[src/rtl/muldiv_pkg.sv]
package muldiv_pkg;

   typedef enum logic [1:0] {
      OP_NONE = 2'd0,
      OP_MUL  = 2'd1,
      OP_DIV  = 2'd2
   } md_op_e;

   // register offsets
   localparam int OFS_FACTOR   = 'h02;
   localparam int OFS_MULGO    = 'h03;
   localparam int OFS_NUM_LO   = 'h04;
   localparam int OFS_NUM_HI   = 'h05;
   localparam int OFS_DIVGO    = 'h06;
   localparam int OFS_QUO_LO   = 'h14;
   localparam int OFS_QUO_HI   = 'h15;
   localparam int OFS_RES_LO   = 'h16;
   localparam int OFS_RES_HI   = 'h17;
   localparam int OFS_STATUS   = 'h18;
   localparam int OFS_MAX      = OFS_STATUS;

endpackage

[src/rtl/muldiv_regfile.sv]
module muldiv_regfile
   import muldiv_pkg::*;
#(
   parameter int BUS_W  = 8,
   parameter int ADDR_W = 5
) (
   input  logic                 clk,
   input  logic                 rst_n,
   input  logic                 we,
   input  logic [ADDR_W-1:0]    addr,
   input  logic [BUS_W-1:0]     wdata,
   output logic [BUS_W-1:0]     factor,
   output logic [2*BUS_W-1:0]   numer,
   output logic                 go_mul,
   output logic                 go_div
);

   localparam int DW = 2 * BUS_W;

   logic [BUS_W-1:0] factor_q;
   logic [BUS_W-1:0] num_lo_q;
   logic [BUS_W-1:0] num_hi_q;

   logic hit_factor, hit_lo, hit_hi;

   always_comb begin
      hit_factor = we && (addr == ADDR_W'(OFS_FACTOR));
      hit_lo     = we && (addr == ADDR_W'(OFS_NUM_LO));
      hit_hi     = we && (addr == ADDR_W'(OFS_NUM_HI));
      go_mul     = we && (addr == ADDR_W'(OFS_MULGO));
      go_div     = we && (addr == ADDR_W'(OFS_DIVGO));
   end

   always_ff @(posedge clk or negedge rst_n) begin
      if (!rst_n) begin
         factor_q <= '0;
         num_lo_q <= '0;
         num_hi_q <= '0;
      end else begin
         if (hit_factor) factor_q <= wdata;
         if (hit_lo)     num_lo_q <= wdata;
         if (hit_hi)     num_hi_q <= wdata;
      end
   end

   assign factor = factor_q;
   assign numer  = DW'({num_hi_q, num_lo_q});

endmodule

[src/rtl/muldiv_engine.sv]
module muldiv_engine
   import muldiv_pkg::*;
#(
   parameter int BUS_W = 8
) (
   input  logic                 clk,
   input  logic                 rst_n,
   input  logic                 go_mul,
   input  logic                 go_div,
   input  logic [BUS_W-1:0]     operand,
   input  logic [BUS_W-1:0]     factor,
   input  logic [2*BUS_W-1:0]   numer,
   output logic [2*BUS_W-1:0]   quo,
   output logic [2*BUS_W-1:0]   res,
   output logic                 busy
);

   localparam int W         = BUS_W;
   localparam int DW        = 2 * BUS_W;
   localparam int MUL_STEPS = W;
   localparam int DIV_STEPS = DW;
   localparam int CW        = $clog2(DIV_STEPS + 1);

   md_op_e          op_q;
   logic [CW-1:0]   cnt_q;
   logic [DW-1:0]   quo_q;
   logic [DW-1:0]   res_q;
   logic [DW-1:0]   mc_sh_q;
   logic [W-1:0]    mp_sh_q;
   logic [W-1:0]    dv_q;

   // one restoring-division step
   logic [W:0]      trial;
   logic [W:0]      diff;
   logic            take;
   logic [W-1:0]    rem_next;

   always_comb begin
      trial    = {res_q[W-1:0], quo_q[DW-1]};
      diff     = trial - {1'b0, dv_q};
      take     = (trial >= {1'b0, dv_q});
      rem_next = take ? diff[W-1:0] : trial[W-1:0];
   end

   always_ff @(posedge clk or negedge rst_n) begin
      if (!rst_n) begin
         op_q    <= OP_NONE;
         cnt_q   <= '0;
         quo_q   <= '0;
         res_q   <= '0;
         mc_sh_q <= '0;
         mp_sh_q <= '0;
         dv_q    <= '0;
      end else if (go_mul) begin
         op_q    <= OP_MUL;
         cnt_q   <= CW'(MUL_STEPS);
         res_q   <= '0;
         mc_sh_q <= DW'(factor);
         mp_sh_q <= operand;
      end else if (go_div) begin
         op_q    <= OP_DIV;
         cnt_q   <= CW'(DIV_STEPS);
         quo_q   <= numer;
         res_q   <= '0;
         dv_q    <= operand;
      end else if (cnt_q != '0) begin
         cnt_q <= cnt_q - CW'(1);
         if (op_q == OP_MUL) begin
            if (mp_sh_q[0]) res_q <= res_q + mc_sh_q;
            mc_sh_q <= mc_sh_q << 1;
            mp_sh_q <= mp_sh_q >> 1;
         end else begin
            quo_q <= {quo_q[DW-2:0], take};
            res_q <= DW'(rem_next);
         end
      end
   end

   assign quo  = quo_q;
   assign res  = res_q;
   assign busy = (cnt_q != '0);

endmodule

[src/rtl/muldiv_rdmux.sv]
module muldiv_rdmux
   import muldiv_pkg::*;
#(
   parameter int BUS_W  = 8,
   parameter int ADDR_W = 5
) (
   input  logic                 re,
   input  logic [ADDR_W-1:0]    addr,
   input  logic [2*BUS_W-1:0]   quo,
   input  logic [2*BUS_W-1:0]   res,
   input  logic                 busy,
   output logic [BUS_W-1:0]     rdata
);

   localparam int W = BUS_W;

   logic [W-1:0] sel;

   always_comb begin
      sel = '0;
      if (addr == ADDR_W'(OFS_QUO_LO))      sel = quo[W-1:0];
      else if (addr == ADDR_W'(OFS_QUO_HI)) sel = quo[2*W-1:W];
      else if (addr == ADDR_W'(OFS_RES_LO)) sel = res[W-1:0];
      else if (addr == ADDR_W'(OFS_RES_HI)) sel = res[2*W-1:W];
      else if (addr == ADDR_W'(OFS_STATUS)) sel = W'(busy);
      rdata = re ? sel : '0;
   end

endmodule

[src/rtl/bus_muldiv.sv]
module bus_muldiv
   import muldiv_pkg::*;
#(
   parameter int BUS_W  = 8,
   parameter int ADDR_W = 5
) (
   input  logic                 clk,
   input  logic                 rst_n,
   input  logic [ADDR_W-1:0]    bus_addr,
   input  logic [BUS_W-1:0]     bus_wdata,
   input  logic                 bus_we,
   input  logic                 bus_re,
   output logic [BUS_W-1:0]     bus_rdata
);

   localparam int DW = 2 * BUS_W;

   if (BUS_W < 2) begin : g_bad_width
      $error("bus_muldiv: BUS_W must be at least 2");
   end
   if ((1 << ADDR_W) <= OFS_MAX) begin : g_bad_addr
      $error("bus_muldiv: ADDR_W too small for the register map");
   end

   logic [BUS_W-1:0] factor_w;
   logic [DW-1:0]    numer_w;
   logic             go_mul_w;
   logic             go_div_w;
   logic [DW-1:0]    quo_w;
   logic [DW-1:0]    res_w;
   logic             busy_w;

   muldiv_regfile #(.BUS_W(BUS_W), .ADDR_W(ADDR_W)) u_regs (
      .clk    (clk),
      .rst_n  (rst_n),
      .we     (bus_we),
      .addr   (bus_addr),
      .wdata  (bus_wdata),
      .factor (factor_w),
      .numer  (numer_w),
      .go_mul (go_mul_w),
      .go_div (go_div_w)
   );

   muldiv_engine #(.BUS_W(BUS_W)) u_engine (
      .clk     (clk),
      .rst_n   (rst_n),
      .go_mul  (go_mul_w),
      .go_div  (go_div_w),
      .operand (bus_wdata),
      .factor  (factor_w),
      .numer   (numer_w),
      .quo     (quo_w),
      .res     (res_w),
      .busy    (busy_w)
   );

   muldiv_rdmux #(.BUS_W(BUS_W), .ADDR_W(ADDR_W)) u_rdmux (
      .re    (bus_re),
      .addr  (bus_addr),
      .quo   (quo_w),
      .res   (res_w),
      .busy  (busy_w),
      .rdata (bus_rdata)
   );

endmodule

[config.mk]
export PLATFORM = sky130hd
export DESIGN_NAME = bus_muldiv
export DESIGN_NICKNAME = d
export VERILOG_FILES = /design/src/rtl/muldiv_pkg.sv /design/src/rtl/muldiv_regfile.sv /design/src/rtl/muldiv_engine.sv /design/src/rtl/muldiv_rdmux.sv /design/src/rtl/bus_muldiv.sv
export SDC_FILE = /design/constraint.sdc
export NUM_CORES = 1
export LEC_CHECK = 0
export ABC_AREA = 1
export BUFFER_PORTS_ARGS = -buffer_cell sky130_fd_sc_hd__buf_2
export CAP_MARGIN = 20
export CORE_MARGIN = 3
export CORE_UTILIZATION = 45
export DETAILED_ROUTE_END_ITERATION = 10
export GPL_TIMING_DRIVEN = 1
export PLACE_DENSITY = 0.63
export SYNTH_ARGS = -nofsm -noshare
export SYNTH_HDL_FRONTEND = slang
export SYNTH_HIERARCHICAL = 1
export SYNTH_SLANG_ARGS = --single-unit
[constraint.sdc]
create_clock -name clk -period 3.7 [get_ports clk]
set_input_delay 0.185 -clock clk [delete_from_list [all_inputs] [get_ports clk]]
set_output_delay 0.185 -clock clk [all_outputs]
set_load 0.02 [all_outputs]
== Word-level counts from Yosys, hierarchy flattened ==
Cells that the tools add are included.
Storage, ports and cells
  register bits after elaboration: 95
  latch bits: 0
  RAM bits: 0
  ROM bits: 0
  memories kept: 0
Cells by class
  add/subtract/negate cells: 3
  multiply operators: 0
  divide/modulo/power cells: 0
  order comparisons: 1
  eq/ne operators: 14
  shift operators: 0
  multiplexer cells: 28
  bitwise logic cells: 1
  reductions and logical operators: 15
Operators with widths (number)
  $mux 16: 12
  $mux 8: 10
  $eq 5x5->1 const B: 5
  $add 16x16->16: 1
  $eq 5x3->1 const B: 3
  $mux 5: 3
  $eq 5x2->1 const B: 2
  $ge 9x8->1: 1
  $reduce_bool 2->1: 4
  $sub 8x8->8: 1
  $reduce_and 3->1: 2
  $logic_and 1x1->1: 5
  $reduce_bool 5->1: 1
  $sub 5x1->5 const B: 1
  $mux 2: 2
  $ne 2x2->1 const B: 2
  $ne 4x3->1 const B: 1
  $reduce_and 2->1: 2
  $reduce_bool 3->1: 1
  $eq 2x1->1 const B: 1
  $mux 1: 1
  $not 1->1: 1

== Longest topological paths before layout ==
  depth in word-level cells: 7
  mapped depth: 14

== Hierarchy ==
Netlist, hierarchy kept.
By module, submodules not included
  muldiv_engine: times used 1, cells an instance 639, area an instance 4585.6 µm²
  muldiv_regfile: times used 1, cells an instance 122, area an instance 1033.5 µm²
  muldiv_rdmux: times used 1, cells an instance 78, area an instance 397.9 µm²

== Worst setup path after synthesis ==
No wires, ideal clock.
  path type: register to register
  start point: register u_engine.res_q[0], in the netlist u_engine/res[0]
  end point: register u_engine.res_q[14], in the netlist u_engine/res[14]
  library setup time: 0.117 ns
  data arrival time: 1.708 ns
  setup slack: 1.875 ns
  cell stages (with the launch flop): 14
  cells stage by stage: dfrtp_1 ha_1 inv_1 fa_1 inv_1 nand3_1 nand2_1 nand2_1 nand2_1 nand3_1 nand2_1 nand2_1 nand3_1 nand2_1
Between the ends
  word-level cells in the longest chain between the ends: 6
Ends and longest elaborated chain
  start, declared: RTL line muldiv_engine.sv:27  | logic [DW-1:0] res_q;
  start signal, assigned: RTL line muldiv_engine.sv:69  | if (mp_sh_q[0]) res_q <= res_q + mc_sh_q;
  start signal, assigned: RTL line muldiv_engine.sv:74  | res_q <= DW'(rem_next);
  $add 16x16->16: RTL line muldiv_engine.sv:69
  $mux 16: RTL line muldiv_engine.sv:69
  $mux 16: RTL line muldiv_engine.sv:68  | if (op_q == OP_MUL) begin
  $mux 16: RTL line muldiv_engine.sv:66  | end else if (cnt_q != '0) begin
  $mux 16: RTL line muldiv_engine.sv:60  | end else if (go_div) begin
  $mux 16: RTL line muldiv_engine.sv:54  | end else if (go_mul) begin
No other way between the ends. The select of a mux whose other input is x is not followed.
A chain may end at the register's enable or synchronous reset.

== Worst setup path after layout ==
  start point: input port bus_addr[3]
  end point: register u_engine.quo_q[15], in the netlist u_engine/quo[15]
Between the ends
  word-level cells in the longest chain between the ends: 4
  elaborated cells on any way between the ends: 9
Ends and longest elaborated chain
  start, declared: RTL line bus_muldiv.sv:9  | input logic [ADDR_W-1:0] bus_addr,
  $eq 5x2->1: RTL line muldiv_regfile.sv:30  | go_mul = we && (addr == ADDR_W'(OFS_MULGO));
  $logic_and 1x1->1: RTL line muldiv_regfile.sv:30
  net go_mul_w: RTL line bus_muldiv.sv:27  | logic go_mul_w;
  $not 1->1 (no line)
  $reduce_and 3->1 (no line)
  end signal, assigned: RTL line muldiv_engine.sv:63  | quo_q <= numer;
  end signal, assigned: RTL line muldiv_engine.sv:73  | quo_q <= {quo_q[DW-2:0], take};
  end, declared: RTL line muldiv_engine.sv:26  | logic [DW-1:0] quo_q;
The timed path passes the listed nets, and every way through them passes these cells.

==> flow_summary.ini <==
[route]
drt-initial-drc-count = 432
drc_errors = 0
routedWlPerCell_um = 15.41
avgViaCountPerCell = 5.317
drt-pass1-iter-count = 6
ant_nets = 0
vias = 5498
routed_wirelength_mm = 15.93

[layout]
n_antenna_cell = 0
drive_above_1_share_pct = 9.397
mostFrequentLayoutCells = 280 x nand2_1, 95 x dfrtp_1, 93 x inv_1
finalNetCount = 901
final_util_pct = 51.36
area_growth_pct = 9.461
layout_commonest_cell = nand2_1

[yosys]
synth.avg_cell_area_um2 = 7.172
synth_edf_count = 0
synth_nets = 883
synthFlopType = dfrtp_1
synth.distinct_cells = 42
yosys_warnings = 6
yosysSeqAreaShare_pct = 39.51
ys_seq_elements = 95
synth_cells = 839
async_reset_ff_share_pct = 100.0
syn_area_mm2 = 0.006017

[sta]
final.setup_skew_ns = 0.01052
rsz0062_at_grt = false
slew-limit-headroom_pct = 34.92
setup-tns-final_ns = 0
hold_viol_final = 6
max_freq_mhz = 436.5
max_slew.worst_pin.slew_ns = 0.9761
drv_slew = 0
setup_slack_ns = 1.409
hold_slack_ns = -0.03268
period_minus_slack_ns = 2.291
period_share_pct = 61.91
setup_viol = 0

[power_and_ir_drop]
p_leak_nw = 3.411
p_per_area_mw_per_mm2 = 672.5
peakVddDrop_mv = 0.3944

[clock_network]
clock_latency_ns = 0.35
path_clk_slew_ns = 0.07
cts_buffer_depth = 2
holdBufCountCts = 0
htree_num_levels = 3
cts_resized = 0
cts_setup_buffers = 0
cts_made_buffers = 9
clock-sinks = 95
cts_root_buf = clkbuf_16
cts_tree = yes

[floorplanning]
ios = 25
dieWidth_um = 121.6
die_h_um = 121.6
start_util_pct = 46.92
die_area_mm2 = 0.01480
placementRows = 41
coreArea_mm2 = 0.01282

[placement]
dpl.hpwl_mm = 11.99
dp_slack_ns = 1.090
port_buffers = 24
place_congestion = 0.8845

[global_routing]
antenna_found_initial = 0
grt_max_degree = 75
grt_pass1_vias = 5139
grt_pass1_wl_mm = 26.04
grt_usage_pct = 22.60
grt-ovfl-total = 0

[run]
cap_violations = 0

[setup_path]
cp.required_ns = 3.89
worstSetupEndpointType = register
worstSetupStartpointType = input pin
path_class = input pin to register
critPathMaxFanout = 32
arrival_ns = 2.48

[run_status]
violations = negative hold slack
run_status = complete, but fails checks

[worst_hold_path]
hp-class = input pin to asynchronous set/reset pin
through the flow:
step | cell area, µm² | cells | total power [mW]
floorplan | 6017 | 839 | 2.967
global placement | 6272 | 1018 | 3.407
detailed placement | 6272 | 1018 | 3.461
CTS | 6586 | 1034 | 4.449
global route | 6586 | 1034 | 4.825
finish | 6586 | 1034 | 4.429
sequential cells by signal, indices dropped and copies added, names as in the netlist:
name	cells
u_engine/dv_q	8
u_engine/op_q	2
u_regs/num_lo_q	8
u_engine/mc_sh_q	16
u_engine/mp_sh_q	8
u_engine/res	16
u_engine/cnt_q	5
u_regs/num_hi_q	8
u_engine/quo	16
u_regs/factor	8
synthesized netlist by cell type, drive strengths merged, types with 6 or more instances:
library cell	instances	area [µm²]
buf	11	76.32
nand2	287	1100
ha	25	312.8
nand3	73	382.9
inv	100	375.4
dfrtp	95	2377
o21ai	77	404.1
clkbuf	10	38.78
nand4	6	37.54
nand3b	7	52.55
nor2	65	294.0
a21oi	40	200.2
o211ai	18	140.1
worst paths after layout:
check,from,slack [ns],end,depth (start not counted)
worst max-delay path,bus_addr[3],1.41,u_engine/quo[15],12
worst min register to register,u_regs/factor[6],0.48,u_regs/factor[6],2
worst max register to register,u_engine/res[0],1.48,u_engine/res[14],13
min in group clk,bus_wdata[7],0.12,u_regs/factor[7],3
max in group asynchronous,rst_n,2.82,u_engine/quo[10],2
worst min-delay path,rst_n,-0.03,u_engine/res[7],1
kinds of logic after synthesis:
| kind of cell | count (synthesis) | share of synthesized area, % |
|---|---|---|
| AOI/OAI and AO/OA | 143 | 13.50 |
| xor gates and xnor gates | 5 | 0.7279 |
| adders and majority gates | 27 | 5.864 |
| buffers and inverters | 121 | 8.151 |
| DFF | 95 | 39.51 |
| muxes | 1 | 0.1871 |
| and+or+nand+nor | 447 | 32.07 |
layer usage:
metal	part of all wire [%]	vias to the layer above	track usage [%]
li1	-	2757	-
met1	47	2565	32.10
met2	46	164	35.58
met3	5.9	12	5.107
met4	1.1	0	4.832
met5	0	-	0
critical path, cell delays in order:
cell      delay (ns)
buf_2           0.15
nor2_2          0.37
nand2_1         0.12
nor2_2          0.10
buf_4           0.30
inv_2           0.20
o21ai_1         0.14
nand2_1         0.07
o21ai_1         0.11
inv_1           0.38
o211ai_1        0.23
o21ai_0         0.12
area by class of cell:
type                       count  area (µm²)
clock inverter                 6       75.07
timing repair buffer          28       152.6
sequential                    95        2377
tap                          172       215.2
inverter                     100       375.4
clock buffer                  10       239.0
multi-input combinational    623        3152
fill                        1288        6238
power breakdown:
group / leakage (nW) / switching [mW] / internal, mW
logic: 2.04 / 1.18 / 0.639
registers: 1.22 / 0.297 / 1.34
clock network: 0.151 / 0.421 / 0.552
(Power assumes the default switching activity.)
